===== src/rtl/fs_pkg.sv =====
// Shared definitions for the word-to-byte frame splitter.
// Assumes a fixed 8-bit byte lane toward the UART bus.
package fs_pkg;
    localparam int BYTE_W = 8;
    typedef logic [BYTE_W-1:0] byte_t;
endpackage


===== src/rtl/fs_capture.sv =====
// Word capture register: holds the address/data pair for the frame
// in progress and raises a single-cycle acknowledge when it loads.
// Assumes the load input is only raised while no frame is running.
module fs_capture #(
    parameter int ADDR_W = 16,
    parameter int DATA_W = 32
) (
    input  logic              clk,
    input  logic              rst_n,
    input  logic              load,
    input  logic [ADDR_W-1:0] addr_in,
    input  logic [DATA_W-1:0] data_in,
    output logic [ADDR_W-1:0] addr_q,
    output logic [DATA_W-1:0] data_q,
    output logic              ack
);
    // Latch the incoming pair on a load; otherwise keep it.
    always_ff @(posedge clk) begin
        if (!rst_n) begin
            addr_q <= '0;
            data_q <= '0;
        end else if (load) begin
            addr_q <= addr_in;
            data_q <= data_in;
        end
    end

    // Acknowledge pulse, one clock after the load request.
    always_ff @(posedge clk) begin
        if (!rst_n) ack <= 1'b0;
        else        ack <= load;
    end

    assert_ack_single_R2: assert property (@(posedge clk) disable iff (!rst_n)
        ack |=> !ack);
endmodule


===== src/rtl/fs_sequencer.sv =====
// Byte sequencer: tracks whether a frame is running and which byte slot
// is current. The start slot depends on whether address bytes are sent.
// Assumes advance is raised only while busy.
module fs_sequencer #(
    parameter int SLOTS      = 6,
    parameter int SKIP_SLOTS = 2,
    localparam int IDX_W     = $clog2(SLOTS)
) (
    input  logic             clk,
    input  logic             rst_n,
    input  logic             start,
    input  logic             with_addr,
    input  logic             advance,
    output logic             busy,
    output logic [IDX_W-1:0] idx
);
    localparam logic [IDX_W-1:0] LAST_IDX  = IDX_W'(SLOTS - 1);
    localparam logic [IDX_W-1:0] FIRST_FULL = '0;
    localparam logic [IDX_W-1:0] FIRST_DATA = IDX_W'(SKIP_SLOTS);

    logic at_last;
    assign at_last = (idx == LAST_IDX);

    // Frame state: start sets the slot, advance steps it or ends the frame.
    always_ff @(posedge clk) begin
        if (!rst_n) begin
            busy <= 1'b0;
            idx  <= '0;
        end else if (start) begin
            busy <= 1'b1;
            idx  <= with_addr ? FIRST_FULL : FIRST_DATA;
        end else if (advance) begin
            if (at_last) begin
                busy <= 1'b0;
                idx  <= '0;
            end else begin
                idx  <= idx + 1'b1;
            end
        end
    end

    assert_idx_hold_R6: assert property (@(posedge clk) disable iff (!rst_n)
        (busy && !advance && !start) |=> (busy && $stable(idx)));
    assert_frame_end_R7: assert property (@(posedge clk) disable iff (!rst_n)
        (busy && advance && at_last) |=> !busy);
endmodule


===== src/rtl/fs_byte_select.sv =====
// Byte selector: views the captured address followed by the data word
// as a list of byte slots, most significant first, and picks one slot.
// Assumes ADDR_W and DATA_W are whole multiples of the byte width.
module fs_byte_select
    import fs_pkg::*;
#(
    parameter int ADDR_W = 16,
    parameter int DATA_W = 32,
    localparam int SLOTS = (ADDR_W + DATA_W) / BYTE_W,
    localparam int IDX_W = $clog2(SLOTS)
) (
    input  logic [ADDR_W-1:0] addr_q,
    input  logic [DATA_W-1:0] data_q,
    input  logic [IDX_W-1:0]  idx,
    output byte_t             sel_byte
);
    logic [ADDR_W+DATA_W-1:0] frame_bits;
    byte_t                    slot [SLOTS];

    assign frame_bits = {addr_q, data_q};

    // Slot i is the i-th byte counted from the most significant end.
    for (genvar i = 0; i < SLOTS; i++) begin : g_slot
        assign slot[i] = frame_bits[(SLOTS-1-i)*BYTE_W +: BYTE_W];
    end

    // Pick the current slot; out-of-range indices give zero.
    always_comb begin
        sel_byte = '0;
        for (int i = 0; i < SLOTS; i++) begin
            if (idx == IDX_W'(i)) sel_byte = slot[i];
        end
    end
endmodule


===== src/rtl/frame_splitter.sv =====
// Top of the word-to-byte frame splitter. It captures an address/data
// pair from the memory side and offers it byte by byte to a UART bus
// controller, gated by the write-phase enable and the FIFO-ready input.
// Assumes uart_take is a one-cycle strobe per accepted byte.
module frame_splitter
    import fs_pkg::*;
#(
    parameter int ADDR_W = 16,
    parameter int DATA_W = 32
) (
    input  logic              clk,
    input  logic              rst_n,
    input  logic              addr_mode,
    input  logic [ADDR_W-1:0] word_addr,
    input  logic [DATA_W-1:0] word_data,
    input  logic              word_valid,
    output logic              word_ack,
    input  logic              wr_phase_en,
    input  logic              tx_ready_n,
    input  logic              uart_take,
    output logic [BYTE_W-1:0] byte_out,
    output logic              byte_valid,
    output logic              frame_busy
);
    localparam int ADDR_SLOTS = ADDR_W / BYTE_W;
    localparam int SLOTS      = (ADDR_W + DATA_W) / BYTE_W;
    localparam int IDX_W      = $clog2(SLOTS);

    logic              start;
    logic              advance;
    logic [IDX_W-1:0]  idx;
    logic [ADDR_W-1:0] addr_q;
    logic [DATA_W-1:0] data_q;
    byte_t             sel_byte;

    // Accept a new word only while idle; step on an accepted offer.
    assign start      = word_valid && !frame_busy;
    assign byte_valid = frame_busy && wr_phase_en && !tx_ready_n;
    assign advance    = byte_valid && uart_take;
    assign byte_out   = sel_byte;

    fs_capture #(.ADDR_W(ADDR_W), .DATA_W(DATA_W)) u_capture (
        .clk     (clk),
        .rst_n   (rst_n),
        .load    (start),
        .addr_in (word_addr),
        .data_in (word_data),
        .addr_q  (addr_q),
        .data_q  (data_q),
        .ack     (word_ack)
    );

    fs_sequencer #(.SLOTS(SLOTS), .SKIP_SLOTS(ADDR_SLOTS)) u_seq (
        .clk       (clk),
        .rst_n     (rst_n),
        .start     (start),
        .with_addr (addr_mode),
        .advance   (advance),
        .busy      (frame_busy),
        .idx       (idx)
    );

    fs_byte_select #(.ADDR_W(ADDR_W), .DATA_W(DATA_W)) u_sel (
        .addr_q   (addr_q),
        .data_q   (data_q),
        .idx      (idx),
        .sel_byte (sel_byte)
    );

    assert_ack_with_busy_R2: assert property (@(posedge clk) disable iff (!rst_n)
        word_ack |-> frame_busy);
    assert_no_ack_in_frame_R8: assert property (@(posedge clk) disable iff (!rst_n)
        word_ack |-> !$past(frame_busy));
    assert_byte_stable_R6: assert property (@(posedge clk) disable iff (!rst_n)
        (frame_busy && !advance) |=> $stable(byte_out));
    assert_valid_needs_room_R5: assert property (@(posedge clk) disable iff (!rst_n)
        tx_ready_n |-> !byte_valid);
endmodule


===== config.mk =====
export PLATFORM = sky130hd
export DESIGN_NAME = frame_splitter
export DESIGN_NICKNAME = d
export VERILOG_FILES = /design/src/rtl/fs_pkg.sv /design/src/rtl/fs_capture.sv /design/src/rtl/fs_sequencer.sv /design/src/rtl/fs_byte_select.sv /design/src/rtl/frame_splitter.sv
export SDC_FILE = /design/constraint.sdc
export NUM_CORES = 1
export LEC_CHECK = 0
export BUFFER_PORTS_ARGS = -buffer_cell sky130_fd_sc_hd__clkbuf_2
export CAP_MARGIN = 20
export CORE_AREA = 2 2 77 79
export DETAILED_ROUTE_END_ITERATION = 12
export DIE_AREA = 0 0 79 81
export HOLD_SLACK_MARGIN = 0.15
export PLACE_DENSITY = 0.8
export SYNTH_ARGS = -nofsm -noshare
export SYNTH_HDL_FRONTEND = slang
export SYNTH_SLANG_ARGS = --single-unit

===== constraint.sdc =====
create_clock -name clk -period 1.45 [get_ports clk]
set_input_delay 0.145 -clock clk [delete_from_list [all_inputs] [get_ports clk]]
set_output_delay 0.145 -clock clk [all_outputs]
set_load 0.01 [all_outputs]

---- Yosys cells after proc, flatten, opt, wreduce, memory -nomap -nowiden ----
Cells that the tools add are included.
cells by class
  reductions and logical operators ........ 10
  eq/ne operators ......................... 5
  add/subtract/negate cells ............... 1
  muxes and demuxes ....................... 13
operators with widths
  kind                 count
  $mux 8               6
  $mux 3               3
  $eq 3x2->1 const B   2
  $eq 3x3->1 const B   2
  $logic_and 1x1->1    4
  $reduce_bool 2->1    2
  $add 3x1->3 const B  1
  $eq 3x1->1 const B   1
  $logic_not 3->1      1
  $mux 1               3
  $logic_not 1->1      2
  $mux 2               1
  $reduce_and 2->1     1
storage, ports and cells
  output and inout port bits .............. 11
  register bits ........................... 53

---- Logic depth before layout (Yosys ltp) ----
Gate-level depths: netlist of the first run.
  depth in word-level cells ............... 7
  mapped depth ............................ 6

---- By module ----
Synthesis of the first run repeated with hierarchy kept, for this count alone.
unflattened totals
  cell total of the unflattened synthesis .. 226
  area total of the unflattened synthesis .. 2516.2 um^2
by module, submodules not included
  module          sequential area each (um^2)  area an instance (um^2)  instances  cells each
  fs_capture      980.9                        1853.0                   1          157
  fs_byte_select  0.0                          457.9                    1          47
  fs_sequencer    80.1                         176.4                    1          19
  frame_splitter  0.0                          28.8                     1          3

---- Worst setup path before layout of the first run ----
OpenSTA, ideal clock, no wires.
  path type ............................... register to output
  start point ............................. register u_seq.idx[1]
  end point ............................... output byte_out[0]
  required time ........................... 1.305 ns
  path buffers ............................ 2
  stages on the path, launching flop included .. 7
  arrival ................................. 1.514 ns
  path slack .............................. -0.209 ns
  cell sequence ........................... dfxtp_1 buf_6 and2_1 ha_1 or2_2 buf_1 o211ai_2
between the ends
  word-level cells in the longest chain between the ends .. 7
  elaborated cells between the ends (all ways) .. 12
  classes of those cells .................. eq/ne (5); mux (6); reduce/logical (1)
RTL lines
  what                    line                  text
  start, declared         fs_sequencer.sv:15    output logic [IDX_W-1:0] idx
  start signal, assigned  fs_sequencer.sv:31    idx <= with_addr ? FIRST_FULL : FIRST_DATA;
  start signal, assigned  fs_sequencer.sv:37    idx <= idx + 1'b1;
  $logic_not 3->1         fs_byte_select.sv:31  if (idx == IDX_W'(i)) sel_byte = slot[i];
  $mux 8 (5 in series)    fs_byte_select.sv:31
  $mux 8 (*)              fs_byte_select.sv:31
  end, declared           frame_splitter.sv:21  output logic [BYTE_W-1:0] byte_out,
Every way passes the cells marked *; elsewhere a longest branch is shown, timed or not.

---- Final worst setup path of the first run ----
  start point ............................. register u_seq.idx[1]
  end point ............................... output byte_out[4]
The elaborated chain is that of the path after synthesis.

==> reports/results.tsv, run 1 <==
stage	metric	value	unit
critical_path	worst_ep_arrival_time	1670	ps
pwr	power_density	796	mW/mm²
critical_path	critPathMaxStageDelay	380	ps
timing	setup_ws	-367	ps
timing	fin_skew	7.98	ps
cts	cts_made_buffers	5	
detailed_routing	drtIter0Drc	80	
timing	max_freq	0.550	GHz
floorplanning	io_pins	66	
run_status	violations	setup timing	
floorplanning	start_util	0.451	
cells_and_area	fin_cells	489	
cts	cts_max_level	2	
cells_and_area	final_cell_mix	nand2_1 (103), clkbuf_2 (57), dfxtp_1 (51), a21boi_1 (49), dlygate4sd3_1 (49)	
floorplanning	dieArea	0.00640	mm²
placed_design	port_buffers	65	
cts	cts_num_sinks	53	
global_route	grt_pass1_wl	11.0	mm
critical_path	startpoint_type	register	
floorplanning	chipWidth	79	µm
critical_path	cp.required	1310	ps
cells_and_area	antenna_cells	0	
timing	rsz0062_at_grt	true	
logic_synthesis	ys_seq_area_frac	0.414	
critical_path	cp_top_family	simple AND/OR/NAND/NOR gates	
global_route	grt_overflow	0	
logic_synthesis	syn_area	0.00256	mm²
detailed_routing	drt_wl_total	6.57	mm
floorplanning	fp.coreArea	0.00568	mm²
run	drv_cap	0	
timing	tightest_slew	344	ps
logic_synthesis	yosys.cell_types.count	33	
timing	relSlewSlack	0.770	
pwr	p_int	2.28	mW
cells_and_area	drive_above_1_share	0.321	
global_route	antenna_found_initial	0	
cts	clk_pin_slew	90	ps
detailed_routing	drc	0	
cts	cts_root_buf	clkbuf_8	
pwr	seq_power_share	0.523	
pwr	leakagePower	1.57	nW
logic_synthesis	syn_nets	351	
cells_and_area	final_common_cell	nand2_1	
logic_synthesis	yosysWarnings	0	
global_route	grtUsageTotal	0.220	
pwr	vdd.ir_drop.worst	0.519	mV
floorplanning	die_h	81	µm
critical_path	crit_path_end_kind	output pin	
detailed_routing	postRouteAntennaNets	0	
pwr	switching_power	758	µW
floorplanning	rows	28	
cts	insertion_delay	300	ps
critical_path	crit_type	reg -> out	
cts	tritoncts	built	
pwr	clock_power_share	0.274	
timing	hold_viol_final	0	
logic_synthesis	syn-instance-count	295	
timing	post-route-period-util	1.25	
placed_design	gp_congestion	0.772	
hold_path	min_path_type	in -> reg	
critical_path	reg2reg_from	u_seq.busy$_SDFFE_PN0P_	
placed_design	hpwlAfterDp	4.35	mm
pwr	power_frac_comb	0.203	
cells_and_area	area_growth	48.9	%
cts	clock_path_buffers	2	
critical_path	cp_cell_sequence	and2_4 > ha_4 > or2_4 > o211ai_4 > buf_6	
hold_path	hold_path_startpoint	addr_mode	
cells_and_area	nets	470	
critical_path	crit_slowest_cell	dfxtp_4	
logic_synthesis	ys_seq_elements	53	
detailed_routing	vias	2442	
timing	slew_violations	0	
pwr	netSwitchingFraction	0.250	
global_route	grt_max_degree	36	
detailed_routing	viasPerCell	4.99	
cells_and_area	n_fill_cell	476	
critical_path	cp_num_buf_inv	1	
global_route	grt_pass1_vias	2420	
detailed_routing	dr.pass1.iters	4	
run_status	status	complete, but fails checks	
logic_synthesis	syn_area_per_cell	8.68	µm²
critical_path	crit_start	u_seq.idx[1]$_SDFFE_PN0P_	
timing	holdWs	199	ps
timing	period_needed	1820	ps
critical_path	worst-path-max-fanout	7	
placed_design	place_inst	429	
timing	finalSetupViolations	8	
detailed_routing	avgRoutedWirePerCell	13.4	µm
==> power groups by stage <==
stage	clock network, mW	logic [mW]	registers (mW)
2_1_floorplan	0	0.312	1.61
3_3_place_gp	0	0.468	1.62
3_5_place_dp	0	0.480	1.62
4_1_cts	0.860	0.601	1.59
5_1_grt	0.911	0.677	1.60
6_report	0.830	0.617	1.59
==> state kept, by name, indices dropped and copies added, names as in the netlist <==
signal and flops:
u_capture.data_q 32, u_seq.idx 3, u_capture.ack 1, u_seq.busy 1
u_capture.addr_q 16
==> synthesized netlist by cell type <==
cell        n  area [µm²]
mux2_4      7         105
a211o_1     1        8.76
o211ai_2    6        75.1
nor2_1      3        11.3
ha_1        1        12.5
inv_2       1        3.75
nor2b_1     6        37.5
o21ai_0     2        10.0
a221oi_2    2        30.0
xnor2_1     1        8.76
a21oi_1     1        5.00
a21boi_1   49         368
nand2b_1    2        12.5
mux2_2      6        67.6
buf_6       2        22.5
a22oi_2     6        75.1
mux2i_1     2        20.0
and2_1      2        12.5
or2_2       1        6.26
nor3_1      1        5.00
and3_1      1        6.26
dfxtp_1    53        1060
clkbuf_1    5        18.8
a211oi_1    2        15.0
buf_1       1        3.75
nand4b_1    1        8.76
inv_1       2        7.51
nand3_1     7        35.0
buf_4       1        7.51
o32ai_2     2        32.5
buf_2      14        70.1
mux2_1      1        11.3
nand2_1   103         387
==> metrics by stage <==
step           utilization  worst slack, ps  total power [mW]  TNS (ps)  cell area, µm²
2_1_floorplan            -            -16.0              1.92     -97.4            2680
3_3_place_gp         0.552            -5.51              2.09     -26.9            3130
3_5_place_dp         0.552            -47.3              2.10      -214            3130
4_1_cts              0.666             -382              3.05     -2790            3780
5_1_grt              0.672             -423              3.19     -3260            3810
6_report             0.672             -367              3.04     -2810            3810
==> logic make-up after synthesis <==
kind of cell               share of synthesized area
and+or+nand+nor                                0.204
AOI/OAI and AO/OA                              0.242
DFF                                            0.414
buffers and inverters                         0.0523
muxes                                         0.0796
xor gates and xnor gates                     0.00342
adders and majority gates                    0.00488
==> per-layer routing <==
metal,vias to the layer above,global-route usage,part of all wire
li1,1222,-,-
met1,1138,0.272,0.43
met2,70,0.375,0.49
met3,12,0.0511,0.054
met4,0,0.0810,0.019
met5,-,0,0
==> cell type report <==
type / instances / area, µm² / share of cell area
Clock buffer: 7 / 86.3 / 0.0226
Inverter: 3 / 11.3 / 0.00295
Multi-Input combinational cell: 216 / 1500 / 0.394
Sequential cell: 53 / 1070 / 0.279
Tap cell: 75 / 93.8 / 0.0246
Timing Repair Buffer: 135 / 1060 / 0.277
==> path summary, 6_finish.rpt <==
check	to	slack, ps	depth (start not counted)
max reg2reg	u_seq.idx[2]$_SDFFE_PN0P_	70	3
min	u_seq.idx[1]$_SDFFE_PN0P_	200	4
max	byte_out[4]	-370	5
min reg2reg	u_capture.addr_q[15]$_SDFFE_PN0P_	460	2
==> timing repair <==
item,CTS,global route
cloned,0,0
endpoints found under the setup margin,8,9
setup buffers,4,0
pin swaps,2,2
hold buffers,49,0
endpoints found under the hold margin,49,0
gates resized for setup,4,15
==> worst reg2reg max path, stage by stage, from the launching register on <==
cell      delay, ps
dfxtp_1         460
nand4b_1        340
a211o_1         380
a21boi_1        140
Note: power is estimated with default switching activity, not from simulation.
==> inputs of run 2 (changes only) <==
CORE_AREA = 2 2 75 77   (was 2 2 77 79)
DIE_AREA = 0 0 77 79   (was 0 0 79 81)
clock period = 1.84 ns   (was 1.45 ns; I/O delays follow)
==> run 2 against run 1 <==
The flow still finishes with violations (setup timing). Count of clock-buffer cells in the layout shrank 1. Combinational power shrank 29%. Clock power shrank 24%. Sequential cell count is the same. Via count shrank 0.53%. Critical endpoint is now byte_out[6]. Largest cell class unchanged.
==> reports/results.tsv, run 2 (same netlist as run 1, synthesis figures left out) <==
stage	metric	value	unit	change
run_status	status	complete, but fails checks		unchanged
run_status	violations	setup timing		unchanged
critical_path	worst-path-max-fanout	8		was 7
detailed_routing	wl_met2	3.27	mm	was 3.25 mm
detailed_routing	dr.pass1.iters	4		unchanged
cells_and_area	reg_top3	u_capture.data_q x32, u_capture.addr_q x16, u_seq.idx x3		unchanged
global_route	grt_pass1_vias	2413		was 2420
pwr	total_power	2.32	mW	was 3.04 mW
global_route	grt_max_degree	28		was 36
critical_path	r2r_slack	480	ps	was 70 ps
cells_and_area	top_register	u_capture.data_q		unchanged
placed_design	hpwlAfterDp	4.36	mm	was 4.35 mm
run	drv_cap	0		unchanged
cells_and_area	final_cell_mix	nand2_1 (103), clkbuf_2 (58), dfxtp_1 (50), a21boi_1 (49), dlygate4sd3_1 (47)		was nand2_1 (103), clkbuf_2 (57), dfxtp_1 (51), a21boi_1 (49), dlygate4sd3_1 (49)
floorplanning	chipWidth	77	µm	was 79 µm
detailed_routing	met1Wirelength	2.96	mm	was 2.85 mm
timing	holdWs	163	ps	was 199 ps
floorplanning	start_util	0.480		was 0.451
global_route	grt_overflow	0		unchanged
detailed_routing	viasPerCell	5.08		was 4.99
timing	relSlewSlack	0.778		was 0.770
timing	rsz0062_at_grt	true		unchanged
critical_path	regToRegEndpoint	u_seq.idx[2]$_SDFFE_PN0P_		unchanged
cts	cts_max_level	2		unchanged
critical_path	crit_type	reg -> out		unchanged
detailed_routing	drt_wl_total	6.60	mm	was 6.57 mm
placed_design	gp_congestion	0.838		was 0.772
critical_path	crit_path_end_kind	output pin		unchanged
timing	tightest_slew	331	ps	was 344 ps
floorplanning	fp.coreArea	0.00534	mm²	was 0.00568 mm²
cells_and_area	antenna_cells	0		unchanged
cells_and_area	area_growth	39.4	%	was 48.9%
pwr	vdd.ir_drop.worst	0.509	mV	was 0.519 mV
timing	post-route-period-util	1.01		
critical_path	rr_worst_depth	3		unchanged
timing	setup_ws	-11.1	ps	was -367 ps
critical_path	startpoint_type	register		unchanged
cells_and_area	drive_above_1_share	0.308		was 0.321
placed_design	place_inst	421		was 429
floorplanning	io_pins	66		unchanged
cts	cts_made_buffers	5		unchanged
cts	insertion_delay	300	ps	about the same
cts	cts_num_sinks	53		unchanged
cells_and_area	n_fill_cell	438		was 476
global_route	grt_pass1_wl	11.0	mm	about the same
timing	slew_violations	0		unchanged
detailed_routing	drc	0		unchanged
cells_and_area	nets	461		was 470
timing	hold_viol_final	0		unchanged
pwr	leakagePower	1.53	nW	was 1.57 nW
cts	clk_pin_slew	90	ps	about the same
hold_path	min_path_type	in -> reg		unchanged
detailed_routing	met3WireLength	235	µm	was 358 µm
critical_path	crit_start	u_seq.idx[1]$_SDFFE_PN0P_		unchanged
detailed_routing	drtIter0Drc	164		was 80
cts	clock_path_buffers	2		unchanged
cells_and_area	final_util	0.669		was 0.672
cells_and_area	final_common_cell	nand2_1		unchanged
cells_and_area	largest_reg_flops	32		unchanged
critical_path	reg2reg_from	u_seq.busy$_SDFFE_PN0P_		unchanged
cells_and_area	fin_cells	478		was 489
global_route	grtUsageTotal	0.225		was 0.220
global_route	antenna_found_initial	0		unchanged
critical_path	endpoint	byte_out[6]		was byte_out[4]
pwr	power_density	649	mW/mm²	was 796 mW/mm²
floorplanning	dieArea	0.00608	mm²	was 0.00640 mm²
timing	finalSetupViolations	1		was 8
cts	cts_root_buf	clkbuf_8		unchanged
timing	period_needed	1850	ps	
timing	max_freq	0.540	GHz	
detailed_routing	avgRoutedWirePerCell	13.8	µm	was 13.4 µm
detailed_routing	top_layer	met4		unchanged
floorplanning	die_h	79	µm	was 81 µm
cts	tritoncts	built		unchanged
timing	fin_skew	7.57	ps	was 7.98 ps
critical_path	worst_ep_arrival_time	1670	ps	about the same
floorplanning	rows	27		was 28
detailed_routing	postRouteAntennaNets	0		unchanged
placed_design	port_buffers	65		unchanged
detailed_routing	vias	2429		was 2442
critical_path	cp.required	1660	ps	was 1310 ps
==> run 2: cell count changes in the layout (fill, tap and decap cells not counted), moves of 2 or more <==
| cell | previous run | this run |
|---|---|---|
| buf_12 | 4 | 0 |
| buf_2 | 4 | 7 |
| buf_4 | 15 | 12 |
| buf_6 | 6 | 2 |
| clkinv_2 | 0 | 2 |
| dfxtp_2 | 1 | 3 |
| dlygate4sd3_1 | 49 | 47 |
| o211ai_2 | 0 | 6 |
| o211ai_4 | 6 | 0 |
==> run 2: what timing repair did <==
item / CTS / global route
pin swaps: 2 / 3
hold endpoints to repair: 47 / 0
hold buffers: 47 / 0
resized for setup: 9 / 11
setup buffers: 0 / 2
setup endpoints to repair: 8 / 8
==> run 2: final cells by class <==
class	instances	area, µm²	area share
Sequential cell	53	1060	0.298
Clock buffer	6	72.6	0.0203
Clock inverter	2	10.0	0.00280
Tap cell	72	90.1	0.0252
Inverter	3	11.3	0.00315
Multi-Input combinational cell	216	1410	0.396
Timing Repair Buffer	126	908	0.254
==> run 2: worst max-delay path, cell delays in order, from the launching register on <==
cell and delay, ps:
dfxtp_2 350, buf_6 140, mux2_4 320, a221oi_4 280, o32ai_2 130, buf_2 160
==> run 2: worst min-delay path by stage <==
stage	startpoint	endpoint	slack [ps]	depth (start not counted)
after floorplan	word_addr[15]	u_capture.addr_q[15]$_SDFFE_PN0P_	320	2
after global placement	word_data[27]	u_capture.data_q[27]$_SDFFE_PN0P_	410	3
after detailed placement	word_data[6]	u_capture.data_q[6]$_SDFFE_PN0P_	410	3
after CTS	word_data[20]	u_capture.data_q[20]$_SDFFE_PN0P_	150	3
after global routing	word_data[20]	u_capture.data_q[20]$_SDFFE_PN0P_	160	3
final	word_valid	u_seq.busy$_SDFFE_PN0P_	160	3
==> run 2: report_power, final <==
group          switching (mW)  internal [mW]  leakage, nW
Sequential             0.0377           1.21        0.436
Clock                   0.363          0.265       0.0450
Combinational           0.196          0.245         1.05
Total                   0.596           1.72         1.53
==> run 2: metrics by stage <==
step,instance area (µm²),setup WS (ps),setup TNS (ps)
floorplan,2560,142,0
global placement,2950,199,0
detailed placement,2950,166,0
CTS,3540,-18.2,-29.1
global route,3570,-91.0,-175
finish,3570,-11.1,-11.1
==> run 2: metal layers <==
metal / global-route usage / vias to the layer above
li1: - / 1207
met2: 0.396 / 63
met1: 0.283 / 1146
met4: 0.0696 / 0
met3: 0.0352 / 13
met5: 0 / -
